--- config.mk ---
export PLATFORM = sky130hd
export DESIGN_NAME = radio_timebase
export DESIGN_NICKNAME = d
export VERILOG_FILES = /design/src/rtl/rtb_pkg.sv /design/src/rtl/rtb_counter.sv /design/src/rtl/rtb_match.sv /design/src/rtl/rtb_capture.sv /design/src/rtl/radio_timebase.sv
export SDC_FILE = /design/constraint.sdc
export NUM_CORES = 1
export LEC_CHECK = 0
export ABC_AREA = 1
export ABC_CLOCK_PERIOD_IN_PS = 4000
export BUFFER_PORTS_ARGS = -buffer_cell sky130_fd_sc_hd__clkbuf_2
export CAP_MARGIN = 30
export CORE_MARGIN = 2
export CORE_UTILIZATION = 30
export DETAILED_ROUTE_END_ITERATION = 10
export PLACE_DENSITY = 0.47
export SLEW_MARGIN = 20
export SYNTH_ARGS = -nofsm -noshare
export SYNTH_HDL_FRONTEND = slang
export SYNTH_SLANG_ARGS = --single-unit
export TNS_END_PERCENT = 50
--- constraint.sdc ---
create_clock -name clk_i -period 4 [get_ports clk_i]
set_clock_uncertainty 0.2 [all_clocks]
set_input_delay 0.8 -clock clk_i [delete_from_list [all_inputs] [get_ports clk_i]]
set_output_delay 0.8 -clock clk_i [all_outputs]
set_load 0.02 [all_outputs]
--- src/rtl/rtb_pkg.sv ---
package rtb_pkg;
    localparam int BYTE_W  = 8;           // register port data width
    localparam int NUM_CMP = 2;           // compare registers per counter part
    localparam int NUM_EVT = 2 * NUM_CMP; // base events first, then overflow events
endpackage

--- src/rtl/rtb_counter.sv ---
module rtb_counter #(
    parameter int CW = 16,
    parameter int OW = 24
) (
    input  logic          clk_i,
    input  logic          rst_ni,
    input  logic [CW-1:0] period_i,
    output logic [CW-1:0] cnt_o,
    output logic [OW-1:0] ovf_o,
    output logic [CW-1:0] cnt_next_o,
    output logic [OW-1:0] ovf_next_o,
    output logic          wrap_o
);
    localparam logic [CW-1:0] CNT_ONE = 1;
    localparam logic [OW-1:0] OVF_ONE = 1;

    typedef struct packed {
        logic [CW-1:0] cnt;
        logic [OW-1:0] ovf;
    } ctr_t;

    ctr_t ctr_d, ctr_q;
    logic wrap;

    always_comb begin
        ctr_d = ctr_q;
        // zero period selects the full binary range
        if (period_i == '0) begin
            wrap = (ctr_q.cnt == '1);
        end else begin
            wrap = (ctr_q.cnt >= period_i - CNT_ONE);
        end
        if (wrap) begin
            ctr_d.cnt = '0;
            ctr_d.ovf = ctr_q.ovf + OVF_ONE;
        end else begin
            ctr_d.cnt = ctr_q.cnt + CNT_ONE;
        end
    end

    always_ff @(posedge clk_i or negedge rst_ni) begin
        if (!rst_ni) begin
            ctr_q <= '0;
        end else begin
            ctr_q <= ctr_d;
        end
    end

    assign cnt_o      = ctr_q.cnt;
    assign ovf_o      = ctr_q.ovf;
    assign cnt_next_o = ctr_d.cnt;
    assign ovf_next_o = ctr_d.ovf;
    assign wrap_o     = wrap;
endmodule

--- src/rtl/rtb_match.sv ---
module rtb_match #(
    parameter int W = 16
) (
    input  logic         clk_i,
    input  logic         rst_ni,
    input  logic         arm_i,
    input  logic [W-1:0] value_i,
    input  logic [W-1:0] ref_i,
    output logic         hit_d_o,
    output logic         hit_q_o
);
    typedef struct packed {
        logic hit;
    } match_t;

    match_t m_d, m_q;

    always_comb begin
        m_d.hit = arm_i && (value_i == ref_i);
    end

    always_ff @(posedge clk_i or negedge rst_ni) begin
        if (!rst_ni) begin
            m_q <= '0;
        end else begin
            m_q <= m_d;
        end
    end

    assign hit_d_o = m_d.hit;
    assign hit_q_o = m_q.hit;
endmodule

--- src/rtl/rtb_capture.sv ---
module rtb_capture #(
    parameter int TW = 40
) (
    input  logic          clk_i,
    input  logic          rst_ni,
    input  logic          strobe_i,
    input  logic [TW-1:0] time_i,
    output logic [TW-1:0] cap_o
);
    typedef struct packed {
        logic [TW-1:0] stamp;
    } cap_t;

    cap_t cap_d, cap_q;

    always_comb begin
        cap_d = cap_q;
        if (strobe_i) begin
            cap_d.stamp = time_i;
        end
    end

    always_ff @(posedge clk_i or negedge rst_ni) begin
        if (!rst_ni) begin
            cap_q <= '0;
        end else begin
            cap_q <= cap_d;
        end
    end

    assign cap_o = cap_q.stamp;
endmodule

--- src/rtl/radio_timebase.sv ---
module radio_timebase #(
    parameter int CW = 16,
    parameter int OW = 24,
    parameter int AW = 5
) (
    input  logic                                  clk_i,
    input  logic                                  rst_ni,
    input  logic                                  wr_en_i,
    input  logic                                  rd_en_i,
    input  logic [AW-1:0]                         addr_i,
    input  logic [rtb_pkg::BYTE_W-1:0]            wdata_i,
    output logic [rtb_pkg::BYTE_W-1:0]            rdata_o,
    input  logic                                  sfd_i,
    input  logic                                  txend_i,
    output logic [rtb_pkg::NUM_EVT-1:0]           evt_o,
    output logic [rtb_pkg::NUM_EVT-1:0]           flag_o
);
    import rtb_pkg::*;

    // widths are whole bytes
    localparam int TW     = CW + OW;
    localparam int CB     = CW / BYTE_W;
    localparam int OB     = OW / BYTE_W;
    localparam int TB     = CB + OB;
    localparam int A_TIME = 0;
    localparam int A_CAP  = A_TIME + TB;
    localparam int A_PER  = A_CAP + TB;
    localparam int A_CMP  = A_PER + CB;
    localparam int A_OCMP = A_CMP + NUM_CMP * CB;
    localparam int A_FLAG = A_OCMP + NUM_CMP * OB;

    typedef struct packed {
        logic [CW-1:0]               period;
        logic [NUM_CMP-1:0][CW-1:0]  cmp;
        logic [NUM_CMP-1:0][OW-1:0]  ocmp;
        logic [TW-1:0]               snap;
        logic [NUM_EVT-1:0]          flags;
    } regs_t;

    regs_t regs_d, regs_q;

    logic [CW-1:0]              cnt_w, cnt_next;
    logic [OW-1:0]              ovf_w, ovf_next;
    logic                       wrap;
    logic [TW-1:0]              time_now, cap_w;
    logic [NUM_EVT-1:0]         hit_d, clr;
    logic [CW-1:0]              period_w;
    logic [NUM_CMP-1:0][CW-1:0] cmp_w;
    logic [NUM_CMP-1:0][OW-1:0] ocmp_w;

    rtb_counter #(.CW(CW), .OW(OW)) u_counter (
        .clk_i      (clk_i),
        .rst_ni     (rst_ni),
        .period_i   (regs_q.period),
        .cnt_o      (cnt_w),
        .ovf_o      (ovf_w),
        .cnt_next_o (cnt_next),
        .ovf_next_o (ovf_next),
        .wrap_o     (wrap)
    );

    assign time_now = {ovf_w, cnt_w};

    rtb_capture #(.TW(TW)) u_capture (
        .clk_i    (clk_i),
        .rst_ni   (rst_ni),
        .strobe_i (sfd_i | txend_i),
        .time_i   (time_now),
        .cap_o    (cap_w)
    );

    for (genvar g = 0; g < NUM_CMP; g++) begin : g_cmp
        rtb_match #(.W(CW)) u_base (
            .clk_i   (clk_i),
            .rst_ni  (rst_ni),
            .arm_i   (1'b1),
            .value_i (cnt_next),
            .ref_i   (regs_q.cmp[g]),
            .hit_d_o (hit_d[g]),
            .hit_q_o (evt_o[g])
        );
        rtb_match #(.W(OW)) u_ovf (
            .clk_i   (clk_i),
            .rst_ni  (rst_ni),
            .arm_i   (wrap),
            .value_i (ovf_next),
            .ref_i   (regs_q.ocmp[g]),
            .hit_d_o (hit_d[NUM_CMP+g]),
            .hit_q_o (evt_o[NUM_CMP+g])
        );
    end

    always_comb begin
        regs_d = regs_q;
        clr    = '0;
        if (wr_en_i) begin
            for (int i = 0; i < CB; i++) begin
                if (addr_i == AW'(A_PER + i)) regs_d.period[i*BYTE_W +: BYTE_W] = wdata_i;
            end
            for (int c = 0; c < NUM_CMP; c++) begin
                for (int i = 0; i < CB; i++) begin
                    if (addr_i == AW'(A_CMP + c*CB + i)) regs_d.cmp[c][i*BYTE_W +: BYTE_W] = wdata_i;
                end
                for (int i = 0; i < OB; i++) begin
                    if (addr_i == AW'(A_OCMP + c*OB + i)) regs_d.ocmp[c][i*BYTE_W +: BYTE_W] = wdata_i;
                end
            end
            if (addr_i == AW'(A_FLAG)) clr = wdata_i[NUM_EVT-1:0];
        end
        if (rd_en_i && addr_i == AW'(A_TIME)) begin
            regs_d.snap = time_now;
        end
        // a new hit outranks a clear on the same edge
        regs_d.flags = (regs_q.flags & ~clr) | hit_d;
    end

    always_ff @(posedge clk_i or negedge rst_ni) begin
        if (!rst_ni) begin
            regs_q <= '0;
        end else begin
            regs_q <= regs_d;
        end
    end

    always_comb begin
        rdata_o = '0;
        for (int i = 0; i < TB; i++) begin
            if (addr_i == AW'(A_TIME + i)) begin
                rdata_o = (i == 0) ? time_now[BYTE_W-1:0] : regs_q.snap[i*BYTE_W +: BYTE_W];
            end
            if (addr_i == AW'(A_CAP + i)) rdata_o = cap_w[i*BYTE_W +: BYTE_W];
        end
        for (int i = 0; i < CB; i++) begin
            if (addr_i == AW'(A_PER + i)) rdata_o = regs_q.period[i*BYTE_W +: BYTE_W];
        end
        for (int c = 0; c < NUM_CMP; c++) begin
            for (int i = 0; i < CB; i++) begin
                if (addr_i == AW'(A_CMP + c*CB + i)) rdata_o = regs_q.cmp[c][i*BYTE_W +: BYTE_W];
            end
            for (int i = 0; i < OB; i++) begin
                if (addr_i == AW'(A_OCMP + c*OB + i)) rdata_o = regs_q.ocmp[c][i*BYTE_W +: BYTE_W];
            end
        end
        if (addr_i == AW'(A_FLAG)) rdata_o = {{(BYTE_W-NUM_EVT){1'b0}}, regs_q.flags};
    end

    assign flag_o   = regs_q.flags;
    assign period_w = regs_q.period;
    assign cmp_w    = regs_q.cmp;
    assign ocmp_w   = regs_q.ocmp;
endmodule

==> reports/metrics.csv, run 1 <==
stage;metric;value;unit
grt;grt_pass1_wl;71020;microns
power;clock_power_share;0.260;
synthesis;synth_top_area_frac;0.4314;
synthesis;synth_cells;1699;
timing;setup_viol;3;
route;vias;11820;
timing;finalHoldViolCount;0;
final_layout;layout_commonest_cell;nand2_1;
clocking;cts.clk_slew.worst_paths;60;ps
power;power_switching_share;0.4008;
setup_path;start_kind;input pin;
die;die_h;208.4;microns
timing;slew_headroom;0.4730;
timing;timing.final.crit_period;4178;ps
placed_design;dpl_worst_slack;-499.3;ps
synthesis;ys_seq_area_frac;0.4314;
power;p_leak;7.748;nW
timing;tightestPinTransition;790.4;ps
timing;setup_ws;-178.3;ps
die;num_rows;74;
clocking;cts_tree;yes;
route;wire_per_inst;19.04;microns
synthesis;yosys_warnings;0;
grt;antenna_found_initial;0;
min_path;hold_path_class;in -> async;
die;fp.dieArea;0.04342;sq mm
timing;fmax;0.2393;GHz
setup_path;endpoint_kind;output pin;
final_layout;diodes;0;
status;outcome;finished with violations;
synthesis;async_flop_share;1.000;
grt;grt_max_degree;93;
die;core_area;0.04102;sq mm
timing;rsz0062_at_grt;yes;
clocking;cts_root_buf;clkbuf_16;
synthesis;ys_ff_latch;216;
clocking;worstSkewPairLatency;560;ps
final_layout;final_area;0.01592;sq mm
synthesis;synth_nets;1737;
synthesis;ys_types;50;
power;pwr_density_cell;602.3;mW/mm^2
setup_path;reg2regPathDepth;26;
power;seqPwrFrac;0.352;
clocking;cts_buffers;26;
clocking;clockBufferDepth;3;
timing;period_share;1.045;
route;drc;0;
setup_path;cp.required;3000;ps
placed_design;dpl.cell_count;2367;
power;p_comb_frac;0.388;
route;viasPerCell;4.871;
synthesis;synthTopCellsByArea;dfrtp_1, nand2_1, o21ai_0;
synthesis;synth_top_area_cell;dfrtp_1;
route;drt_iter0_drc;892;
synthesis;synthFlopType;dfrtp_1;
synthesis;avgSynthCellArea;7.375;sq um
final_layout;areaGrowthSynthToFinish;27.08;%
placed_design;dp_hpwl;35910;microns
synthesis;synth_edf_count;0;
grt;grt_overflow;0;
setup_path;crit_fanout;6;
die;dieWidth;208.4;microns
clocking;htreeDepth;1;
final_layout;layout-drive-gt1-share;0.2074;
die;pin_count;35;
timing;slew_viol_final;0;
status;violations;setup timing;
grt;grt_pass1_vias;11620;
route;wl;46210;microns
final_layout;final_cell_mix;nand2_1, dfrtp_1, inv_1, o21ai_0, buf_4;
grt;track_usage;0.2140;
power;ir_drop;0.3759;mV
route;drtPass1Iterations;5;
die;start_util;0.3055;
synthesis;syn_area;0.01253;sq mm
setup_path;crit_type;in -> out;
final_layout;instances_no_fill;2427;
final_layout;fin_nets;1914;
job;maxCapViolCount;0;
power;p_switching;3.844;mW
route;final_antenna_net_count;0;
placed_design;place_area;0.01432;sq mm
setup_path;cp.arrival;3180;ps
placed_design;gp_congestion;0.9421;
clocking;clock-sinks;216;
power;p_int;5.747;mW
placed_design;portBuffers;34;
timing;hold_ws;62.82;ps
## worst paths after layout
check                                     from                     end  slack [ps]
max reg2reg                        period_w[0]  g_cmp[1].u_ovf.hit_q_o         130
max in group asynchronous               rst_ni              ocmp_w[41]        2700
min                                     rst_ni      u_capture.cap_o[9]          60
min in group clk_i         u_capture.cap_o[33]     u_capture.cap_o[33]         280
max                                  addr_i[0]              rdata_o[6]        -180
min reg2reg                u_capture.cap_o[33]     u_capture.cap_o[33]         280
## power by group through the flow
stage,registers [mW],logic (mW),clock network [mW]
detailed placement,3.38,3.47,0
finish,3.38,3.72,2.50
global placement,3.38,3.46,0
global route,3.44,4.15,2.62
floorplan,3.11,2.14,0
CTS,3.35,3.55,2.54
## layout make-up
| class | instances | area, sq um |
|---|---|---|
| fill | 4333 | 25090 |
| multi-input combinational | 1216 | 6495 |
| inverter | 214 | 830.8 |
| clock buffer | 40 | 804.5 |
| timing repair buffer | 202 | 1632 |
| clock inverter | 7 | 90.09 |
| tap | 532 | 665.6 |
| sequential | 216 | 5406 |
## cell families after synthesis
group	Yosys count	share of synthesized area
xor gates and xnor gates	81	0.05662
AOI/OAI and AO/OA	225	0.09865
buffers and inverters	267	0.08627
muxes	2	0.001797
adders and majority gates	19	0.01897
DFF	216	0.4314
and+or+nand+nor	889	0.3063
## sequential cells by signal, indices dropped and copies added (netlist names)
name,flops
g_cmp.u_base.hit_q_o,2
regs_q,32
period_w,16
u_capture.cap_o,40
cmp_w,32
u_counter.cnt_o,16
g_cmp.u_ovf.hit_q_o,2
ocmp_w,48
u_counter.ovf_o,24
flag_o,4
## per-stage QoR
step                      utilization  power (mW)  setup TNS [ps]
after floorplan                     -       5.253               0
after global placement         0.3491       6.839           -3273
after detailed placement       0.3491       6.849           -3789
after CTS                      0.3793       9.451          -429.5
after global routing           0.3882       10.22           -2208
final                          0.3882       9.591          -323.4
## synth_stat cells, drive strengths merged (2+ instances only)
library cell and instances:
xor2 65, clkbuf 37, or2 9, and3 2, xnor2 16, nand3b 4
nor3b 4, nand4 57, ha 19, inv 214, dfrtp 216, nand2 541
nor2 158, and2 2, mux2 2, nand3 77, nor3 26, o21ai 190
buf 16, a21oi 20, nor4 8, o22ai 5, o31ai 5
## metal layers
metal  vias up  global-route usage  share of wire
li1       5769                   -              -
met1      5701              0.3047           0.48
met2       276              0.3471           0.46
met3        75             0.01932          0.040
met4         0             0.05879          0.026
met5         -                   0              0
## worst max-delay path, stage by stage
cell      delay [ps]
clkbuf_8         140
nor2_2            60
nand2_4           80
nor2_2            70
buf_12           130
nand2_1           60
nand3_2          110
nor2_4           130
nand3_2          100
o22ai_2          190
nand4_1          230
nor2_1           180
nand4_1          160
nor2_1           140
nand4_1          100
nor2_2           180
nand3_1          120
clkbuf_8         170
## what timing repair did
item	4_1_cts	5_1_grt
hold buffers	0	0
endpoints found under the hold margin	0	0
setup buffers	5	8
pin swaps	30	27
cloned	0	1
gates resized for setup	78	64
setup endpoints to repair	16	16
No activity file was read; power rests on OpenSTA's default activity.
==> run 2: changes to the inputs <==
Settings changed: SKIP_LAST_GASP set to 1.
==> run 2 against run 1 <==
The run still ends with setup timing left. Critical path depth stayed put. Die area did not move. Combinational power is essentially flat. Via count hardly changed. Hold slack got worse by 16 ps. Sequential share of layout area barely moved. Core utilization is essentially flat. Total power increased by 0.30%. Cell area rose by 0.12%. Clock power about the same. Largest cell class unchanged.
==> reports/metrics.csv, run 2 (synthesized netlist as in run 1, its figures left out) <==
stage;metric;value;unit;change
setup_path;critPathMaxStageDelay;240;ps;about the same
route;wl;46240;microns;about the same
placed_design;place_area;0.01432;sq mm;unchanged
power;power;9.620;mW;+0.30%
route;wire_per_inst;19.03;microns;about the same
clocking;htreeDepth;1;;unchanged
clocking;cts_tree;yes;;
setup_path;crit_fanout;6;;unchanged
final_layout;areaGrowthSynthToFinish;27.23;%;
grt;track_usage;0.2139;;about the same
final_layout;final_util;0.3887;;+0.0004580
status;outcome;finished with violations;;
grt;grt_pass1_vias;11640;;+0.19%
setup_path;worst_path_max_delay_cell;nand4_1;;
timing;slew_viol_final;0;;unchanged
final_layout;layout-drive-gt1-share;0.2076;;about the same
clocking;hold_buffers;0;;unchanged
clocking;cts_root_buf;clkbuf_16;;
final_layout;fin_nets;1917;;+0.16%
route;drt_iter0_drc;945;;+5.9%
setup_path;crit_buf_inv;3;;unchanged
final_layout;largest_reg_flops;48;;unchanged
die;core_area;0.04102;sq mm;unchanged
power;ir_drop;0.3769;mV;+0.27%
setup_path;reg2regPathDepth;23;;-12%
setup_path;crit_family;simple AND/OR/NAND/NOR gates;;
placed_design;portBuffers;34;;unchanged
status;violations;setup timing;;
timing;slew_headroom;0.4683;;-0.004711
timing;rsz0062_at_grt;yes;;
setup_path;endpoint_kind;output pin;;
setup_path;worstReg2RegStart;period_w[2];;
clocking;clock-sinks;216;;unchanged
die;start_util;0.3055;;unchanged
grt;grt_pass1_wl;71000;microns;about the same
timing;setup_ws;-180.4;ps;-2.070 ps
final_layout;fillers;4328;;-0.12%
timing;tightestPinTransition;797.5;ps;+7.067 ps
placed_design;dpl.cell_count;2367;;unchanged
power;p_leak;7.768;nW;+0.26%
route;final_antenna_net_count;0;;unchanged
clocking;cts_buffers;26;;unchanged
clocking;cts.clk_slew.worst_paths;60;ps;about the same
final_layout;final_cell_mix;nand2_1, dfrtp_1, inv_1, o21ai_0, buf_4;;
die;fp.dieArea;0.04342;sq mm;unchanged
die;dieWidth;208.4;microns;unchanged
placed_design;dpl_worst_slack;-499.3;ps;unchanged
timing;finalHoldViolCount;0;;unchanged
timing;setup_viol;4;;+1
timing;hold_ws;46.76;ps;-16.06 ps
timing;fin_tns_setup;-344.2;ps;-20.74 ps
die;num_rows;74;;unchanged
route;drc;0;;unchanged
power;pwr_density_cell;603.4;mW/mm^2;+0.18%
grt;antenna_found_initial;0;;unchanged
final_layout;layout_commonest_cell;nand2_1;;
setup_path;rrSetupSlack;150;ps;+20 ps
setup_path;cp.arrival;3180;ps;about the same
job;maxCapViolCount;0;;unchanged
route;vias;11810;;-0.076%
die;pin_count;35;;unchanged
setup_path;start_kind;input pin;;
min_path;hold_path_class;in -> async;;
final_layout;instances_no_fill;2430;;+0.12%
timing;fmax;0.2392;GHz;about the same
setup_path;cp.required;3000;ps;about the same
die;die_h;208.4;microns;unchanged
placed_design;dp_hpwl;35910;microns;unchanged
setup_path;crit_type;in -> out;;
clocking;worstSkewPairLatency;560;ps;about the same
timing;timing.final.crit_period;4180;ps;+2.070 ps
setup_path;path_cells;clkbuf_8, nor2_2, nand2_4, nor2_2, buf_12, nand2_1, nand3_2, nor2_4, nand3_2, o22ai_2, nand4_1, nor2_1, nand4_1, nor2_1, nand4_1, nor2_2, nand3_1, clkbuf_8;;
route;viasPerCell;4.861;;-0.20%
placed_design;gp_congestion;0.9421;;unchanged
clocking;clockBufferDepth;3;;unchanged
final_layout;diodes;0;;unchanged
setup_path;worst_r2r_endpoint;flag_o[2];;
timing;period_share;1.045;;about the same
route;drtPass1Iterations;5;;unchanged
final_layout;final_area;0.01594;sq mm;+0.12%
grt;grt_overflow;0;;unchanged
grt;grt_max_degree;93;;unchanged
[run 2: layer usage]
layer | track usage | share of wire
met5 | 0 | 0
met3 | 0.02038 | 0.047
met4 | 0.05954 | 0.027
met2 | 0.3474 | 0.45
met1 | 0.3034 | 0.47
[run 2: power breakdown]
group / internal, mW / switching [mW] / leakage, nW
clock network: 1.50 / 1.00 / 0.436
registers: 2.72 / 0.658 / 2.69
logic: 1.54 / 2.20 / 4.64
total: 5.76 / 3.86 / 7.77
[run 2: worst reg2reg max path, delay by kind of cell, from the launching register on]
kind                     cells  cell delay, ps
flip-flops                   1             390
XOR/XNOR                     2             400
adder cells (fa/ha/maj)      1             280
AO/OA/AOI/OAI                2             310
buffers and inverters        4             560
AND/OR/NAND/NOR             14            1670
[run 2: layout make-up]
| class | instances | area, sq um | area share |
|---|---|---|---|
| multi-input combinational | 1216 | 6484 | 0.4067 |
| sequential | 216 | 5406 | 0.3391 |
| timing repair buffer | 205 | 1658 | 0.1040 |
| inverter | 214 | 834.6 | 0.05235 |
| clock buffer | 40 | 804.5 | 0.05046 |
| tap | 532 | 665.6 | 0.04175 |
| clock inverter | 7 | 90.09 | 0.005651 |
[run 2: worst max-delay path by stage]
stage / startpoint / to / slack (ps) / cells past startpoint
2_1_floorplan: period_w[2] / flag_o[2] / 340 / 21
3_3_place_gp: addr_i[1] / rdata_o[6] / -490 / 18
3_5_place_dp: addr_i[1] / rdata_o[0] / -500 / 18
4_1_cts: addr_i[1] / rdata_o[7] / -160 / 19
5_1_grt: addr_i[3] / rdata_o[0] / -260 / 18
6_report: addr_i[0] / rdata_o[6] / -180 / 18
[run 2: repair_timing]
action | 4_1_cts | 5_1_grt
cloned | 0 | 1
endpoints found under the setup margin | 16 | 16
buffers inserted | 5 | 11
pin swaps | 27 | 30
resized for setup | 74 | 67
==> run 3: changes to the inputs <==
Settings changed: CORE_ASPECT_RATIO set to 1.25, CORE_UTILIZATION 30 to 60, PLACE_DENSITY 0.47 to not set, PLACE_DENSITY_LB_ADDON set to 0.2.
==> run 3 against run 2 <==
The run still ends with setup timing left. Critical path depth unchanged. Combinational power down 4%. Total power down 6.5%. Sequential share of layout area up 1.7 points. Clock power down 19%. Sequential power about the same. First-iteration DRC count up 45%. Global-route usage up 16 points. Final cell count down 13%. Setup slack better by 84 ps. Largest power group unchanged.
==> reports/metrics.csv, run 3 (synthesized netlist as in run 1, its figures left out) <==
stage;metric;value;unit;change
final_layout;diodes;0;;unchanged
grt;track_usage;0.3736;;+0.1597
setup_path;worst_r2r_endpoint;g_cmp[1].u_ovf.hit_q_o;;
final_layout;final_util;0.7336;;+0.3449
placed_design;dp_hpwl;30720;microns;-14%
min_path;hold_path_class;in -> async;;
clocking;cts_tree;yes;;
setup_path;endpoint_kind;output pin;;
route;dr_wl_met2;19650;microns;-6.5%
setup_path;rrSetupSlack;-30;ps;-180 ps
placed_design;gp_congestion;1.049;;+11%
placed_design;portBuffers;34;;unchanged
timing;setup_viol;7;;+3
route;drtPass1Iterations;6;;+1
timing;hold_ws;108.1;ps;+61.34 ps
grt;grt_pass1_vias;11390;;-2.2%
setup_path;crit_type;in -> out;;
grt;grt_max_degree;93;;unchanged
timing;rsz0062_at_grt;yes;;
status;outcome;finished with violations;;
final_layout;areaGrowthSynthToFinish;21.01;%;
power;p_comb_frac;0.401;;+0.012
route;drt_iter0_drc;1366;;+45%
setup_path;worstReg2RegStart;period_w[1];;
timing;period_share;1.024;;-0.02097
timing;timing.final.crit_period;4096;ps;-83.90 ps
setup_path;cp.required;3000;ps;about the same
power;pwr_density_cell;593.3;mW/mm^2;-1.7%
route;met1_length;16900;microns;-23%
clocking;cts.clk_slew.worst_paths;60;ps;about the same
clocking;clock-sinks;216;;unchanged
power;p_int;5.279;mW;-8.4%
route;wire_per_inst;19.63;microns;+3.2%
die;pin_count;35;;unchanged
grt;grt_overflow;0;;unchanged
setup_path;start_kind;input pin;;
timing;fmax;0.2441;GHz;+2.0%
route;wl;41600;microns;-10%
die;start_util;0.6062;;+0.3007
timing;slew_viol_final;0;;unchanged
power;ir_drop;0.4472;mV;+19%
power;clock_power_share;0.226;;-0.034
timing;finalHoldViolCount;0;;unchanged
die;core_area;0.02067;sq mm;-50%
job;maxCapViolCount;0;;unchanged
route;viasPerCell;5.712;;+18%
final_layout;final_cell_mix;nand2_1, dfrtp_1, inv_1, o21ai_0, nor2_1;;
final_layout;layout_commonest_cell;nand2_1;;
grt;antenna_found_initial;0;;unchanged
power;seqPwrFrac;0.374;;+0.023
power;p_leak;7.468;nW;-3.9%
final_layout;layout-drive-gt1-share;0.1854;;-0.02222
route;top_layer;met4;;
setup_path;cp.arrival;3100;ps;-80 ps
final_layout;fin_nets;1869;;-2.5%
route;drc;0;;unchanged
final_layout;largest_reg_flops;48;;unchanged
clocking;cts_root_buf;clkbuf_16;;
power;power_switching_share;0.4131;;+0.01229
die;dieWidth;133.3;microns;-36%
placed_design;place_area;0.01363;sq mm;-4.8%
route;met3RoutedLength;3029;microns;+40%
setup_path;reg2regPathDepth;25;;+8.7%
timing;slew_headroom;0.4017;;-0.06661
clocking;htreeDepth;1;;unchanged
power;p_switching;3.716;mW;-3.6%
clocking;cts_buffers;23;;-12%
status;violations;setup timing;;
route;vias;12100;;+2.5%
final_layout;final_area;0.01516;sq mm;-4.9%
setup_path;crit_fanout;6;;unchanged
die;num_rows;59;;-20%
route;final_antenna_net_count;0;;unchanged
clocking;worstSkewPairLatency;520;ps;-40 ps
clocking;clockBufferDepth;3;;unchanged
timing;tightestPinTransition;895.3;ps;+97.78 ps
timing;setup_ws;-96.47;ps;+83.90 ps
die;die_h;165.6;microns;-21%
die;fp.dieArea;0.02206;sq mm;-49%
grt;grt_pass1_wl;62820;microns;-12%
==> run 3: what timing repair did <==
| item | 4_1_cts | 5_1_grt |
|---|---|---|
| setup endpoints to repair | 14 | 16 |
| resized for setup | 60 | 96 |
| setup buffers | 7 | 11 |
| hold buffers | 0 | 0 |
| gates cloned | 0 | 2 |
| pin swaps | 23 | 43 |
==> run 3: layout make-up <==
type	count	area (sq um)
multi-input combinational	1216	6539
fill	1623	5507
sequential	216	5406
timing repair buffer	158	1314
inverter	214	842.1
clock buffer	35	670.6
tap	274	342.8
clock inverter	4	26.28
timing repair inverter	2	22.52
==> run 3: metal layers <==
layer | vias to the layer above | global-route usage
li1 | 5668 | -
met1 | 5754 | 0.5030
met2 | 554 | 0.6134
met3 | 128 | 0.04731
met4 | 0 | 0.1610
met5 | - | 0
==> run 3: power groups by stage <==
stage / clock network (mW) / registers [mW] / logic (mW)
2_1_floorplan: 0 / 3.11 / 2.14
3_3_place_gp: 0 / 3.33 / 3.17
3_5_place_dp: 0 / 3.35 / 3.21
4_1_cts: 2.03 / 3.32 / 3.27
5_1_grt: 2.13 / 3.41 / 3.96
6_report: 2.03 / 3.36 / 3.60
==> run 3: worst max-delay path by stage <==
stage / slack (ps) / startpoint / endpoint / cells past startpoint
after global routing: -310 / period_w[1] / g_cmp[0].u_ovf.hit_q_o / 27
after global placement: -460 / addr_i[4] / rdata_o[7] / 19
after floorplan: 340 / period_w[2] / flag_o[2] / 21
after CTS: -130 / addr_i[1] / rdata_o[7] / 19
after detailed placement: -480 / addr_i[4] / rdata_o[7] / 19
final: -100 / addr_i[0] / rdata_o[6] / 18
==> run 3: metrics by stage <==
stage / cells / power (mW) / setup TNS (ps) / setup WS (ps)
2_1_floorplan: 1699 / 5.253 / 0 / 337.6
3_3_place_gp: 2061 / 6.495 / -1609 / -455.5
3_5_place_dp: 2061 / 6.554 / -1727 / -484.6
4_1_cts: 2106 / 8.621 / -197.9 / -129.7
5_1_grt: 2119 / 9.495 / -2937 / -312.4
6_report: 2119 / 8.996 / -335.7 / -96.47
==> run 3: worst max-delay path, stage by stage <==
cell and delay, ps:
clkbuf_16 130, nand3_4 100, nor2_4 60, buf_4 130, buf_6 120, nand2_2 50, nand3_2 90, nor2_4 150
nand3_2 90, o22ai_2 150, nand4_1 190, nor2_1 210, nand4_1 130, nor2_1 130, nand4_1 100, nor2_2 190
nand3_1 110, clkbuf_8 160
